`src/rtl/rstseq_pkg.sv`:
```
package rstseq_pkg;

    localparam int DEF_SHORT_W     = 8;
    localparam int DEF_LONG_W      = 10;
    localparam int DEF_PMEM_WORDS  = 2048;
    localparam int DEF_SYNC_STAGES = 2;

    // One bit per reset cause, each active high
    typedef struct packed {
        logic power_on;
        logic brown_out;
        logic watchdog;
        logic pin_low;
    } rst_req_t;

    typedef enum logic {
        SPAN_SHORT = 1'b0,
        SPAN_LONG  = 1'b1
    } span_e;

    function automatic logic req_active(rst_req_t r);
        return r.power_on | r.brown_out | r.watchdog | r.pin_low;
    endfunction

endpackage

```
`src/rtl/rstseq_sync.sv`:
```
module rstseq_sync #(
    parameter int STAGES = 2
) (
    input  logic clk,
    input  logic arst,
    output logic ok
);
    logic [STAGES-1:0] chain;

    generate
        if (STAGES == 1) begin : g_single
            always_ff @(posedge clk or posedge arst) begin
                if (arst) chain <= 1'b0;
                else      chain <= 1'b1;
            end
        end else begin : g_multi
            always_ff @(posedge clk or posedge arst) begin
                if (arst) chain <= '0;
                else      chain <= {chain[STAGES-2:0], 1'b1};
            end
        end
    endgenerate

    assign ok = chain[STAGES-1];
endmodule

```
`src/rtl/rstseq_delay.sv`:
```
module rstseq_delay
    import rstseq_pkg::*;
#(
    parameter int SHORT_W = DEF_SHORT_W,
    parameter int LONG_W  = DEF_LONG_W
) (
    input  logic  clk,
    input  logic  clr,
    input  logic  run,
    input  span_e span,
    output logic  done
);
    localparam int               SHORT_TERM_I = (1 << SHORT_W) - 1;
    localparam logic [LONG_W-1:0] SHORT_TERM  = SHORT_TERM_I[LONG_W-1:0];
    localparam logic [LONG_W-1:0] LONG_TERM   = '1;

    logic [LONG_W-1:0] cnt;
    logic [LONG_W-1:0] term;

    always_comb begin
        term = (span == SPAN_LONG) ? LONG_TERM : SHORT_TERM;
        done = run && (cnt == term);
    end

    always_ff @(posedge clk or posedge clr) begin
        if (clr)       cnt <= '0;
        else if (done) cnt <= '0;
        else if (run)  cnt <= cnt + 1'b1;
    end
endmodule

```
`src/rtl/rstseq_latch.sv`:
```
module rstseq_latch
    import rstseq_pkg::*;
(
    input  logic  clk,
    input  logic  set_any,
    input  logic  set_por,
    input  logic  release_i,
    output logic  hold,
    output span_e span
);
    logic por_seen;

    always_ff @(posedge clk or posedge set_any) begin
        if (set_any)        hold <= 1'b1;
        else if (release_i) hold <= 1'b0;
    end

    always_ff @(posedge clk or posedge set_por) begin
        if (set_por)        por_seen <= 1'b1;
        else if (release_i) por_seen <= 1'b0;
    end

    assign span = por_seen ? SPAN_LONG : SPAN_SHORT;
endmodule

```
`src/rtl/core_reset_seq.sv`:
```
module core_reset_seq
    import rstseq_pkg::*;
#(
    parameter int SHORT_W     = DEF_SHORT_W,
    parameter int LONG_W      = DEF_LONG_W,
    parameter int PMEM_WORDS  = DEF_PMEM_WORDS,
    parameter int SYNC_STAGES = DEF_SYNC_STAGES,
    parameter int ADDR_W      = $clog2(PMEM_WORDS)
) (
    input  logic              rc_clk,
    input  logic              por_req,
    input  logic              bor_req,
    input  logic              wdt_req,
    input  logic              clr_n,
    output logic              core_rst,
    output logic [ADDR_W-1:0] boot_vector
);
    localparam int TOP_ADDR_I = PMEM_WORDS - 1;

    rst_req_t req;
    logic     any_req;
    logic     pin_ok;
    logic     run;
    logic     done;
    span_e    span;

    always_comb begin
        req.power_on  = por_req;
        req.brown_out = bor_req;
        req.watchdog  = wdt_req;
        req.pin_low   = ~clr_n;
        any_req       = req_active(req);
        run           = pin_ok & core_rst;
    end

    rstseq_sync #(.STAGES(SYNC_STAGES)) u_sync (
        .clk  (rc_clk),
        .arst (any_req),
        .ok   (pin_ok)
    );

    rstseq_delay #(.SHORT_W(SHORT_W), .LONG_W(LONG_W)) u_delay (
        .clk  (rc_clk),
        .clr  (any_req),
        .run  (run),
        .span (span),
        .done (done)
    );

    rstseq_latch u_latch (
        .clk       (rc_clk),
        .set_any   (any_req),
        .set_por   (por_req),
        .release_i (done),
        .hold      (core_rst),
        .span      (span)
    );

    assign boot_vector = TOP_ADDR_I[ADDR_W-1:0];
endmodule

```
`config.mk`:
```
export PLATFORM = sky130hd
export DESIGN_NAME = core_reset_seq
export DESIGN_NICKNAME = d
export VERILOG_FILES = /design/src/rtl/rstseq_pkg.sv /design/src/rtl/rstseq_sync.sv /design/src/rtl/rstseq_delay.sv /design/src/rtl/rstseq_latch.sv /design/src/rtl/core_reset_seq.sv
export SDC_FILE = /design/constraint.sdc
export NUM_CORES = 1
export LEC_CHECK = 0
export ABC_CLOCK_PERIOD_IN_PS = 3360
export BUFFER_PORTS_ARGS = -buffer_cell sky130_fd_sc_hd__buf_4
export CAP_MARGIN = 20
export CORE_MARGIN = 2
export CORE_UTILIZATION = 54
export CTS_BUF_LIST = sky130_fd_sc_hd__clkbuf_4
export CTS_CLUSTER_SIZE = 14
export DETAILED_ROUTE_END_ITERATION = 6
export GPL_TIMING_DRIVEN = 0
export PLACE_DENSITY = 0.91
export SETUP_SLACK_MARGIN = 0.15
export SYNTH_ARGS = -nofsm -noshare
export SYNTH_HDL_FRONTEND = slang
export SYNTH_SLANG_ARGS = --single-unit
```
`constraint.sdc`:
```
create_clock -name rc_clk -period 3.36 [get_ports rc_clk]
set_clock_uncertainty 0.15 [all_clocks]
set_input_delay 0.672 -clock rc_clk [delete_from_list [all_inputs] [get_ports rc_clk]]
set_output_delay 0.672 -clock rc_clk [all_outputs]
set_load 0.005 [all_outputs]
```
==> flow_summary.ini <==
[run_status]
outcome = finished clean

[grt]
gr-total-overflow = 0
grt_pass1_wl_um = 2256
grt_usage_pct = 17.10
use_met1_pct = 22.38
use_met2_pct = 27.81
antenna_found_initial = 0
grt_max_degree = 9
grtUsageMet3_pct = 2.609
busiest_layer = met2
grt_pass1_vias = 505

[routing]
drt_iter0_drc = 6
avgViaCountPerCell = 5.348
wl_um = 1431
post_drt_wl_per_cell_um = 12.78
postRouteAntennaNets = 0
first_pass_iters = 4
remaining_drc_errors = 0
num_vias = 599

[synth]
synth-seq-cells = 14
synth_edf_count = 0
netlist_area_um2 = 762.0
yosysUniqueCellTypes = 29
synth_seq_area_share_pct = 46.31
yosysTopAreaCell = dfrtp_1
synth-main-ff-cell = dfrtp_1
synth_area_leaders = dfrtp_1 39%, buf_4 11%, dfstp_2 6.9%
synth_top_area_share_pct = 39.41
synthArstFlopShare_pct = 100.0
syn_avg_cell_area_um2 = 10.03
syn-instance-count = 76
yosysWarnings = 0

[power]
ir_drop_v = 0.0002561
p_total_mw = 0.2999
power_leakage_nw = 0.3992
powerDensity_mw_per_mm2 = 331.9

[clocking]
post_cts_buffers = 0
clockRootBuffer = clkbuf_4
clock-sinks = 14
clk_pin_slew_ns = 0.09
cts_resized = 0
cts_tree = done
holdBufCountCts = 0
cts_buffer_depth = 2
clk_latency_ns = 0.28
h-tree-depth = 1
cts-buffers-inserted = 3

[finish]
nets = 104
area_delta_synth_final_pct = 18.55
drive_gt1_share_pct = 26.80
final_cell_count_no_fill = 112
fillers = 94
antenna_cells = 0
fin_area_um2 = 903.4
multi_input_area_um2 = 362.8
seqCellArea_um2 = 352.8

[timing]
fmax_mhz = 550.0
rsz0062_at_grt = false
report.final.slew_viol_count = 0
slew_headroom_pct = 49.87
hold_viol = 0
min_period_over_period_pct = 54.11
final-setup-viol-count = 0
max_slew.worst_pin.slew_ns = 0.7499
layout_min_cycle_time_ns = 1.818

[setup_path]
endpoint_kind = flip-flop
reg2reg_from = u_delay.cnt[0]
path_class = reg2reg
rr_worst_depth = 4
crit_arrival_ns = 1.82
timing.rr.end = u_delay.cnt[0]
reg2reg_slack_ns = 1.54
startpoint_type = flip-flop
required_ns = 3.36
worst-path-max-fanout = 6

[min_path]
min_from = u_sync.chain[0]
whs_path_depth = 0
hold_path.class = reg2reg
worstHoldEndpoint = u_sync.chain[1]

[die]
die_width_um = 41.57
die_height_um = 41.57
ioPinCount = 17
start_util_pct = 57.83
dieArea_mm2 = 0.001728
row_count = 13
core-area_mm2 = 0.001318

[place]
io_buffers = 5
dp.final_hpwl_um = 1088
placed_cell_area_um2 = 873.3
dp.cells = 108
gp_congestion = 0.7763

[job]
max_cap_violations = 0
layout make-up:
| class | instances | share of cell area (%) |
|---|---|---|
| buffer | 11 | 9.141 |
| clock buffer | 4 | 3.324 |
| inverter | 3 | 1.247 |
| multi-input combinational | 59 | 40.17 |
| sequential | 14 | 39.06 |
| tap | 15 | 2.078 |
| timing repair buffer | 6 | 4.986 |
worst max-delay path: stages, from the launching register on:
cell,delay (ns)
dfrtp_1,0.41
ha_1,0.21
nand4_1,0.22
a2111oi_4,0.57
o21ai_1,0.13
sequential cells by signal, indices dropped and copies added, names as in the netlist:
register / flops
u_sync.chain: 2
u_delay.cnt: 10
u_latch.por_seen: 1
u_latch.hold: 1
through the flow:
stage	hold slack (ns)	setup TNS (ns)	util (%)	setup slack, ns
6_report	0.2120	0	68.57	1.542
5_1_grt	0.2251	0	68.57	1.449
4_1_cts	0.2132	0	68.57	1.534
3_5_place_dp	0.1880	0	66.29	1.523
3_3_place_gp	0.1957	-1.422	65.24	-0.1188
2_1_floorplan	0.1812	0	-	0.6629
synthesized netlist by cell type (2+ instances only):
cell type  instances
dfrtp_1           12
buf_4             11
nand2_1            8
nand3_1            5
a21oi_1            3
inv_1              3
nand4_1            3
nor2_1             3
xnor2_1            3
dfstp_2            2
nor2b_1            2
o21ai_0            2
o21ai_1            2
or4_1              2
cells in the final DEF (no fill, tap or decap), types with 4 or more instances in the layout:
cell / count
buf_4: 17
clkbuf_4: 4
conb_1: 12
dfrtp_1: 12
nand2_1: 8
nand3_1: 5
report_power, final:
part	switching [mW]	internal [mW]	leakage, nW
Clock	0.0551	0.0542	0.0184
Combinational	0.00778	0.0119	0.197
Sequential	0.00109	0.170	0.183
Total	0.0640	0.236	0.399
per-layer routing:
layer,vias to the layer above,wire length [µm]
met3,5,83
met5,-,0
met1,279,574
li1,293,-
met4,0,32
met2,22,740
kinds of logic after synthesis:
group | count (synthesis) | synth area share [%]
XOR/XNOR | 3 | 3.449
other | 1 | 0.4921
buffers and inverters | 14 | 12.32
flip-flops | 14 | 46.31
adder cells (fa/ha/maj) | 1 | 1.642
multiplexers | 1 | 1.478
AND/OR/NAND/NOR | 29 | 20.85
AO/OA/AOI/OAI | 13 | 13.47
how the worst max path moves through the flow:
stage                         from        endpoint  slack, ns  cells after the start
finish              u_delay.cnt[0]  u_delay.cnt[0]       1.54                      4
global placement           por_req  u_delay.cnt[3]      -0.12                      2
global route        u_delay.cnt[0]  u_delay.cnt[0]       1.45                      4
detailed placement         bor_req    u_latch.hold       1.52                      3
floorplan                  bor_req  u_delay.cnt[0]       0.66                      1
CTS                   u_latch.hold        core_rst       1.53                      1
(Power assumes the default switching activity.)
